<file path="config.mk">
export PLATFORM = sky130hd
export DESIGN_NAME = i2c_ctrl_supervisor
export DESIGN_NICKNAME = d
export VERILOG_FILES = /design/src/rtl/i2cs_pkg.sv /design/src/rtl/i2cs_ctl_reg.sv /design/src/rtl/i2cs_standby_fsm.sv /design/src/rtl/i2cs_stop_irq.sv /design/src/rtl/i2c_ctrl_supervisor.sv
export SDC_FILE = /design/constraint.sdc
export NUM_CORES = 1
export LEC_CHECK = 0
export ABC_AREA = 1
export BUFFER_PORTS_ARGS = -buffer_cell sky130_fd_sc_hd__buf_2
export CAP_MARGIN = 20
export CORE_AREA = 2 2 39 41
export CTS_BUF_LIST = sky130_fd_sc_hd__clkbuf_8
export DETAILED_ROUTE_END_ITERATION = 10
export DIE_AREA = 0 0 41 43
export PLACE_DENSITY = 0.71
export SETUP_SLACK_MARGIN = 0.05
export SKIP_LAST_GASP = 1
export SYNTH_ARGS = -nofsm -noshare
export SYNTH_HDL_FRONTEND = slang
export SYNTH_SLANG_ARGS = --single-unit
</file>
<file path="constraint.sdc">
create_clock -name clk -period 2.2 [get_ports clk]
set_input_delay 0.44 -clock clk [delete_from_list [all_inputs] [get_ports clk]]
set_output_delay 0.44 -clock clk [all_outputs]
set_load 0.05 [all_outputs]
</file>
<file path="src/rtl/i2cs_pkg.sv">
package i2cs_pkg;
  localparam int CTRL_W = 8;
  localparam int B_EN   = 7;
  localparam int B_REL  = 6;
  localparam int B_WCAN = 5;
  localparam int B_SPIE = 4;
  localparam int B_WTIM = 3;
  localparam int B_ACKE = 2;
  localparam int B_STT  = 1;
  localparam int B_SPT  = 0;

  typedef struct packed {
    logic en;
    logic rel;
    logic wcan;
    logic spie;
    logic wtim;
    logic acke;
    logic stt;
    logic spt;
  } ctrl_t;

  typedef enum logic [1:0] {
    LNK_ACTIVE  = 2'd0,
    LNK_STANDBY = 2'd1,
    LNK_ARMED   = 2'd2
  } link_st_t;
endpackage

</file>
<file path="src/rtl/i2cs_ctl_reg.sv">
module i2cs_ctl_reg
  import i2cs_pkg::*;
(
  input  logic              clk,
  input  logic              rst_n,
  input  logic              wr,
  input  logic [CTRL_W-1:0] wdata,
  output ctrl_t             ctrl,
  output logic              rel_req
);
  logic wr_en;
  logic wcan_req;

  assign wr_en    = wr & wdata[B_EN];
  assign rel_req  = wr_en & wdata[B_REL];
  assign wcan_req = wr_en & wdata[B_WCAN];

  always_ff @(posedge clk) begin
    if (!rst_n) begin
      ctrl <= '0;
    end else begin
      ctrl.rel  <= 1'b0;
      ctrl.wcan <= 1'b0;
      if (wr) begin
        ctrl.en   <= wdata[B_EN];
        ctrl.spie <= wdata[B_SPIE];
        ctrl.wtim <= wdata[B_WTIM];
        ctrl.acke <= wdata[B_ACKE];
        ctrl.rel  <= rel_req;
        ctrl.wcan <= wcan_req;
        if (rel_req) begin
          ctrl.stt <= 1'b0;
          ctrl.spt <= 1'b0;
        end else begin
          ctrl.stt <= wdata[B_STT];
          ctrl.spt <= wdata[B_SPT];
        end
      end
    end
  end
endmodule

</file>
<file path="src/rtl/i2cs_standby_fsm.sv">
module i2cs_standby_fsm
  import i2cs_pkg::*;
(
  input  logic clk,
  input  logic rst_n,
  input  logic run,
  input  logic rel_req,
  input  logic stop_rise,
  input  logic start_det,
  input  logic addr_match,
  input  logic ext_code,
  output logic standby
);
  link_st_t st_q, st_d;

  always_comb begin
    st_d = st_q;
    unique case (st_q)
      LNK_STANDBY: begin
        if (stop_rise)      st_d = LNK_ACTIVE;
        else if (start_det) st_d = LNK_ARMED;
      end
      LNK_ARMED: begin
        if (stop_rise || addr_match || ext_code) st_d = LNK_ACTIVE;
      end
      default: st_d = LNK_ACTIVE;
    endcase
    if (rel_req) st_d = LNK_STANDBY;
    if (!run && !rel_req) st_d = LNK_ACTIVE;
  end

  always_ff @(posedge clk) begin
    if (!rst_n) st_q <= LNK_ACTIVE;
    else        st_q <= st_d;
  end

  assign standby = (st_q != LNK_ACTIVE);
endmodule

</file>
<file path="src/rtl/i2cs_stop_irq.sv">
module i2cs_stop_irq (
  input  logic clk,
  input  logic rst_n,
  input  logic stop_det,
  input  logic gate,
  output logic stop_rise,
  output logic irq
);
  logic stop_d;

  assign stop_rise = stop_det & ~stop_d;

  always_ff @(posedge clk) begin
    if (!rst_n) begin
      stop_d <= 1'b0;
      irq    <= 1'b0;
    end else begin
      stop_d <= stop_det;
      irq    <= stop_rise & gate;
    end
  end
endmodule

</file>
<file path="src/rtl/i2c_ctrl_supervisor.sv">
module i2c_ctrl_supervisor
  import i2cs_pkg::*;
(
  input  logic              clk,
  input  logic              rst_n,
  input  logic              reg_wr,
  input  logic [CTRL_W-1:0] reg_wdata,
  output logic [CTRL_W-1:0] reg_rdata,
  input  logic              eng_start_det,
  input  logic              eng_stop_det,
  input  logic              eng_addr_match,
  input  logic              eng_ext_code,
  input  logic              eng_scl_low_req,
  input  logic              eng_sda_low_req,
  output logic              eng_enable,
  output logic              status_preset,
  output logic              flag_clr,
  output logic              wait_cancel,
  output logic              stop_irq,
  output logic              scl_pull_low,
  output logic              sda_pull_low
);
  ctrl_t ctrl;
  logic  rel_req;
  logic  stop_rise;
  logic  standby;
  logic  grant;

  i2cs_ctl_reg u_reg (
    .clk     (clk),
    .rst_n   (rst_n),
    .wr      (reg_wr),
    .wdata   (reg_wdata),
    .ctrl    (ctrl),
    .rel_req (rel_req)
  );

  i2cs_stop_irq u_irq (
    .clk       (clk),
    .rst_n     (rst_n),
    .stop_det  (eng_stop_det),
    .gate      (ctrl.en & ctrl.spie),
    .stop_rise (stop_rise),
    .irq       (stop_irq)
  );

  i2cs_standby_fsm u_fsm (
    .clk        (clk),
    .rst_n      (rst_n),
    .run        (reg_wr ? reg_wdata[B_EN] : ctrl.en),
    .rel_req    (rel_req),
    .stop_rise  (stop_rise),
    .start_det  (eng_start_det),
    .addr_match (eng_addr_match),
    .ext_code   (eng_ext_code),
    .standby    (standby)
  );

  assign reg_rdata     = ctrl;
  assign eng_enable    = ctrl.en;
  assign status_preset = ~ctrl.en;
  assign flag_clr      = ctrl.rel;
  assign wait_cancel   = ctrl.wcan;
  assign grant         = ctrl.en & ~standby;
  assign scl_pull_low  = grant & eng_scl_low_req;
  assign sda_pull_low  = grant & eng_sda_low_req;
endmodule

</file>
==> out/results.md, run 1 <==
| Result | This run |
|---|---|
| Combinational cell fraction of total power | 17.1% |
| # hold bufs at CTS | 0 |
| Final ANT Viol Nets | 0 |
| Worst Hold End | u_irq.stop_d$_SDFF_PN0_ |
| Final setup violation count | 0 |
| Source-to-sink clock delay at the later pin of the worst-skew pair | 0.24 ns |
| Number of clock sinks | 12 |
| Kind of launch point of the worst setup path | flip-flop |
| Crit path kind | reg -> out |
| Kind of end point of the critical path | primary output |
| Synth top area cells | dfxtp_1, nor2_1, inv_1, nand2_1, o21ai_0 |
| Final WL | 1030 um |
| IO Count | 32 |
| CTS H-Tree Depth | 1 |
| Pin count of the biggest net entering global routing | 10 |
| Vertical die dimension | 43 um |
| Run status | complete, no violations |
| Cell Count Post-Placement | 108 |
| Met1 Resource Use GR | 17.7% |
| RSZ-0062 raised after global routing | false |
| Post-Syn Nets | 82 |
| Cell count after synthesis | 65 |
| Post-synthesis to final-layout area growth | 41.8% |
| Worst slew margin relative to its limit | 83.3% |
| Minimum clock period after layout | 1.53 ns |
| Worst Min Path Start | eng_stop_det |
| CP required | 1.76 ns |
| Worst vdd rail ir drop | 0.000458 V |
| GRT Residual Overflow | 0 |
| Full die area | 1760 sq um |
| Global router's overall resource usage | 14.1% |
| Post-synth top area share | 49.5% |
| Drt drc | 0 |
| Cts repair resizes | 0 |
| Worst hold path type | in -> reg |
| Switching power share of the total | 28.3% |
| Most used cells in the layout excluding fill and tap cells | buf_2, nor2_1, dfxtp_1 |
| First-pass GRT wire length | 1610 um |
| # port buffers | 31 |
| Share of layout cells above drive strength 1 | 40.6% |
| Number of antenna cells inserted | 0 |
| Final std cells w/o fill | 112 |
| Synthesized cell area | 485 sq um |
| Flip-flop and latch count after synthesis | 12 |
| Arrival time at the worst endpoint | 1.09 ns |
| Library cell occupying the most area in the post-synthesis netlist | dfxtp_1 |
| Switching power of the nets | 0.000163 W |
| Number of nets in the layout | 114 |
| Most frequent standard cell in the layout excluding fill and tap cells | buf_2 |
| Warnings from Yosys | 0 |
| Mean area per synthesized cell | 7.47 sq um |
| Area of the core | 1380 sq um |
| Portion of total power attributed to the clock network | 42.5% |
| Worst Reg2Reg Path Length in Cells | 4 |
| Routability Congestion | 0.644 |
| Vias in the first global route | 397 |
| Fmax | 0.653 GHz |
| Die Wd | 41 um |
| Hold violation total from the final report | 0 |
| Biggest fanout along the worst timing path | 4 |
| Largest buffer count on any clock path | 2 |
| DP Wirelength | 779 um |
| Actual transition at the worst max-transition pin | 0.252 ns |
| Layer with the highest usage after global routing | met2 |
| Initial standard-cell utilization of the core | 35.1% |
| Total vias in the final route | 489 |
| Clock tree from TritonCTS | done |
| Share of the yosys chip area belonging to registers | 49.5% |
| Relative contribution of sequential cells to total power | 40.3% |
| TritonCTS Buffers | 3 |
| Number of inserted filler cells in the final layout | 156 |
| Cell-internal power | 0.000413 W |
| Cell depth of the worst hold path | 3 |
| Starting DRC count in detailed routing | 7 |
| Buffers inserted during post-CTS setup optimization | 0 |
| Met3 usage in global routing | 3.66% |
| Number of rows in the core area | 14 |
| GRT met2 Usage | 19.1% |
| P per Cell Area | 836 nW/um^2 |
| Initial antenna violation count | 0 |
| Via density per instance | 4.37 |
| Worst-path clk slew | 0.05 ns |
| Fin Clk Skew | 0.00159 ns |
| Worst R2R Start | u_reg.ctrl[7]$_SDFFE_PN0P_ |
| Setup TNS | 0 ns |
| Post-route clock period utilization | 69.7% |
| End of the worst register-to-register path | u_fsm.st_q[1]$_SDFFE_PP0P_ |
| Count of unique library cells instantiated by Yosys | 15 |
| Number of maximum-capacitance constraint violations | 0 |
| Final Max Tran Viols | 0 |
| Root Buffer | clkbuf_8 |
| Number of iterations in the first detailed-routing pass | 4 |
| Register-to-register path setup slack | 1.42 ns |
| Wire length per cell | 9.16 um |
| Leakage component of the power | 0.387 nW |
[critical path, stage by stage, from the launching register on]
cell	delay (ns)
dfxtp_1	0.33
nor2_1	0.10
nand2_1	0.07
nor2_1	0.08
buf_2	0.26
[power groups by stage]
stage / registers, W / clock network [W] / logic (W)
floorplan: 0.000267 / 0 / 0.0000399
global placement: 0.000237 / 0 / 0.0000984
detailed placement: 0.000237 / 0 / 0.0000994
CTS: 0.000232 / 0.000251 / 0.0000997
global route: 0.000233 / 0.000259 / 0.000108
finish: 0.000232 / 0.000245 / 0.0000986
[registers in the layout (all words and copies together) (netlist names)]
register	cells
u_irq.stop_d	1
u_reg.ctrl	8
u_fsm.st_q	2
u_irq.irq	1
[worst max path at each step]
stage | from | end | cells past startpoint | slack (ns)
after floorplan | u_reg.ctrl[7]$_SDFFE_PN0P_ | scl_pull_low | 2 | 0.30
after global placement | eng_sda_low_req | sda_pull_low | 4 | 0.88
after detailed placement | eng_scl_low_req | scl_pull_low | 4 | 0.86
after CTS | u_fsm.st_q[0]$_SDFFE_PP0P_ | scl_pull_low | 4 | 0.64
after global routing | u_fsm.st_q[0]$_SDFFE_PP0P_ | scl_pull_low | 4 | 0.57
final | u_fsm.st_q[0]$_SDFFE_PP0P_ | scl_pull_low | 4 | 0.67
[cells by family (layout without fill, tap and decap cells)]
logic type | Yosys count | in the layout | share of synthesized area [%]
AO/OA/AOI/OAI | 7 | 7 | 7.99
AND/OR/NAND/NOR | 30 | 30 | 27.6
buffers and inverters | 16 | 47 | 14.9
flip-flops | 12 | 12 | 49.5
[cells in the mapped netlist]
| cell | count |
|---|---|
| inv_1 | 11 |
| nand2_2 | 1 |
| nand4_1 | 2 |
| inv_2 | 1 |
| buf_4 | 3 |
| clkbuf_2 | 1 |
| nand2_1 | 7 |
| nand3_1 | 3 |
| dfxtp_1 | 12 |
| a21oi_2 | 1 |
| nor3_1 | 3 |
| a21oi_1 | 1 |
| nand3_2 | 1 |
| nor2_1 | 13 |
| o21ai_0 | 5 |
[layer usage]
| layer | wire length (um) | vias to the layer above |
|---|---|---|
| met5 | 0 | - |
| met4 | 27 | 0 |
| met3 | 85 | 4 |
| met2 | 447 | 22 |
| met1 | 465 | 204 |
| li1 | - | 259 |
[stage by stage]
| step | power, W | util (%) | cell area [sq um] | hold slack [ns] | setup WS, ns |
|---|---|---|---|---|---|
| 2_1_floorplan | 0.000307 | - | 485 | 0.483 | 0.300 |
| 3_3_place_gp | 0.000335 | 45.8 | 633 | 0.465 | 0.884 |
| 3_5_place_dp | 0.000336 | 45.8 | 633 | 0.474 | 0.861 |
| 4_1_cts | 0.000583 | 49.7 | 688 | 0.392 | 0.642 |
| 5_1_grt | 0.000601 | 49.7 | 688 | 0.408 | 0.570 |
| 6_report | 0.000575 | 49.7 | 688 | 0.390 | 0.668 |
[layout make-up]
type	count	area, sq um	area share [%]
flip-flops and latches	12	240	34.9
multi-input cells	37	173	25.1
repair buffers	31	155	22.5
clock buffers	4	55.1	8.00
inverters	12	45.0	6.55
well taps	16	20.0	2.91
(Power assumes the default switching activity.)
==> run 2: changes to the inputs <==
CORE_AREA = not set   (was 2 2 39 41)
CORE_UTILIZATION = 37   (was not set)
DIE_AREA = not set   (was 0 0 41 43)
PLACE_DENSITY = 0.75   (was 0.71)
clock period = 1.3 ns   (was 2.2 ns; I/O delays follow)
==> run 2 against run 1 <==
Clock power rose by 63%. Critical path depth unchanged. Sequential power is 70% higher. Die area is 17% lower. First-iteration DRC count increased by 43%. Largest power group unchanged. Via count increased by 3.9%. Highest routed layer unchanged. Power is 69% higher. Worst hold slack worse by 0.17 ns. Critical path type unchanged. Clock skew rose by 0.0011 ns.
==> out/results.md, run 2 (synthesized netlist as in run 1, its figures left out) <==
| Result | This run | Delta |
|---|---|---|
| Run status | complete, no violations |  |
| Initial antenna violation count | 0 | unchanged |
| Post-route clock period utilization | 97.6% |  |
| Drt drc | 0 | unchanged |
| Switching power of the nets | 0.000268 W | +65% |
| End of the worst register-to-register path | u_fsm.st_q[1]$_SDFFE_PP0P_ |  |
| Initial standard-cell utilization of the core | 42.0% | +6.9 points |
| Starting DRC count in detailed routing | 10 | +3 |
| DP Wirelength | 783 um | +0.53% |
| P per Cell Area | 1330 nW/um^2 | +59% |
| RSZ-0062 raised after global routing | true |  |
| Largest buffer count on any clock path | 2 | unchanged |
| Die Wd | 38.2 um | -6.8% |
| # hold bufs at CTS | 0 | unchanged |
| CTS H-Tree Depth | 1 | unchanged |
| Number of rows in the core area | 12 | -2 |
| Cell Area, Placed | 647 sq um | +2.2% |
| Pin count of the biggest net entering global routing | 10 | unchanged |
| Register-to-register path setup slack | 0.54 ns | -0.88 ns |
| Multi-input gate area | 193 sq um | +12% |
| Wire length per cell | 9.27 um | +1.2% |
| Full die area | 1460 sq um | -17% |
| Portion of total power attributed to the clock network | 41.1% | -1.4 points |
| Leakage component of the power | 0.394 nW | +1.7% |
| Fmax | 0.788 GHz |  |
| Kind of end point of the critical path | primary output |  |
| Number of iterations in the first detailed-routing pass | 4 | unchanged |
| Relative contribution of sequential cells to total power | 40.6% | +0.3 points |
| Worst hold path type | in -> reg |  |
| Largest registers | u_reg.ctrl x8, u_fsm.st_q x2 |  |
| Worst vdd rail ir drop | 0.000753 V | +64% |
| Root Buffer | clkbuf_8 |  |
| Vertical die dimension | 38.2 um | -11% |
| Worst R2R Start | u_irq.stop_d$_SDFF_PN0_ |  |
| Final WL | 1020 um | -0.58% |
| Number of nets in the layout | 114 | unchanged |
| Final Max Tran Viols | 0 | unchanged |
| Fin Clk Skew | 0.00273 ns | +0.00114 ns |
| Via density per instance | 4.62 | +5.8% |
| Area of the core | 1160 sq um | -16% |
| IO Count | 32 | unchanged |
| Number of antenna cells inserted | 0 | unchanged |
| CP required | 1.04 ns | -0.72 ns |
| Arrival time at the worst endpoint | 1.01 ns | -0.08 ns |
| Routability Congestion | 0.682 | +5.9% |
| Final setup violation count | 0 | unchanged |
| First-pass GRT wire length | 1490 um | -7.7% |
| Worst Reg2Reg Path Length in Cells | 4 | unchanged |
| End point of the critical path | sda_pull_low |  |
| Crit path kind | reg -> out |  |
| Storage element area | 244 sq um | +1.6% |
| Clock tree from TritonCTS | done |  |
| Source-to-sink clock delay at the later pin of the worst-skew pair | 0.24 ns | about the same |
| # port buffers | 31 | unchanged |
| Critical path launch point | u_fsm.st_q[1]$_SDFFE_PP0P_ |  |
| Total vias in the final route | 508 | +3.9% |
| Worst slew margin relative to its limit | 83.4% | about the same |
| Minimum clock period after layout | 1.27 ns |  |
| Cell-internal power | 0.000705 W | +71% |
| Share of layout cells above drive strength 1 | 47.9% | +7.3 points |
| Global router's overall resource usage | 16.1% | +2.0 points |
| Setup TNS | 0 ns | unchanged |
| Number of maximum-capacitance constraint violations | 0 | unchanged |
| Biggest fanout along the worst timing path | 2 | -2 |
| Most used cells in the layout excluding fill and tap cells | buf_2, inv_1, nor2_1 |  |
| TritonCTS Buffers | 3 | unchanged |
| Kind of launch point of the worst setup path | flip-flop |  |
| Buffers inserted during post-CTS setup optimization | 0 | unchanged |
| Biggest register | u_reg.ctrl |  |
| Number of clock sinks | 12 | unchanged |
| Vias in the first global route | 384 | -3.3% |
| Final Instance Area | 729 sq um | +6.0% |
| Number of inserted filler cells in the final layout | 111 | -29% |
| Most frequent standard cell in the layout excluding fill and tap cells | buf_2 |  |
| Switching power share of the total | 27.6% | -0.69 points |
| Worst-path clk slew | 0.05 ns | about the same |
| Flip-flop count of the largest register after layout | 8 | unchanged |
| Overall power | 0.000973 W | +69% |
| Final ANT Viol Nets | 0 | unchanged |
| Combinational cell fraction of total power | 18.3% | +1.2 points |
| Actual transition at the worst max-transition pin | 0.251 ns | -0.000458 ns |
| Post-synthesis to final-layout area growth | 50.3% |  |
| GRT Residual Overflow | 0 | unchanged |
| Hold violation total from the final report | 0 | unchanged |
## run 2: changes by cell type in the layout (fill, tap and decap cells not counted)
cell,change
buf_2,-2
buf_8,+2
dfxtp_1,-3
dfxtp_2,+3
nand2_1,-1
nand2_2,+1
nor2_1,-3
nor2_2,+1
nor2_4,+2
## run 2: how the worst min path moves through the flow
| stage | start | end | slack (ns) | cells past startpoint |
|---|---|---|---|---|
| 6_report | eng_stop_det | u_irq.stop_d$_SDFF_PN0_ | 0.22 | 3 |
| 5_1_grt | eng_stop_det | u_irq.stop_d$_SDFF_PN0_ | 0.22 | 3 |
| 4_1_cts | eng_stop_det | u_irq.stop_d$_SDFF_PN0_ | 0.22 | 3 |
| 3_5_place_dp | eng_stop_det | u_irq.stop_d$_SDFF_PN0_ | 0.46 | 3 |
| 3_3_place_gp | eng_stop_det | u_irq.stop_d$_SDFF_PN0_ | 0.46 | 3 |
| 2_1_floorplan | eng_stop_det | u_irq.stop_d$_SDFF_PN0_ | 0.35 | 2 |
## run 2: cell type report
| class | instances | area share [%] |
|---|---|---|
| flip-flops and latches | 12 | 33.4 |
| multi-input cells | 37 | 26.4 |
| inverters | 12 | 6.17 |
| repair buffers | 31 | 24.0 |
| well taps | 14 | 2.40 |
| clock buffers | 4 | 7.55 |
## run 2: worst max-delay path, stage by stage (launching register included)
cell and delay, ns:
dfxtp_2 0.32, nor2_2 0.11, nand2_2 0.09, nor2_4 0.10, buf_8 0.15
## run 2: power by group through the flow
stage	clock, W	combinational [W]	sequential (W)
CTS	0.000406	0.000177	0.000395
finish	0.000400	0.000178	0.000395
global placement	0	0.000171	0.000401
floorplan	0	0.0000724	0.000452
detailed placement	0	0.000173	0.000401
global route	0.000420	0.000190	0.000396
## run 2: through the flow
| step | cells | setup WS [ns] | util (%) | hold slack, ns |
|---|---|---|---|---|
| after floorplan | 65 | 0.0608 | - | 0.353 |
| after global placement | 106 | 0.149 | 56.0 | 0.457 |
| after detailed placement | 106 | 0.140 | 56.0 | 0.461 |
| after CTS | 110 | 0.0357 | 62.4 | 0.216 |
| after global routing | 110 | -0.0120 | 63.1 | 0.219 |
| final | 110 | 0.0308 | 63.1 | 0.220 |
## run 2: per-layer routing
layer	up-vias	GRT usage, %	wire, um
met3	4	5.23	80
li1	260	-	-
met1	221	16.1	420
met4	0	16.1	29
met5	-	0	0
met2	23	25.4	489
## run 2: timing repair
action	CTS	global route
endpoints found under the setup margin	2	2
pin swaps	2	1
resized for setup	8	2
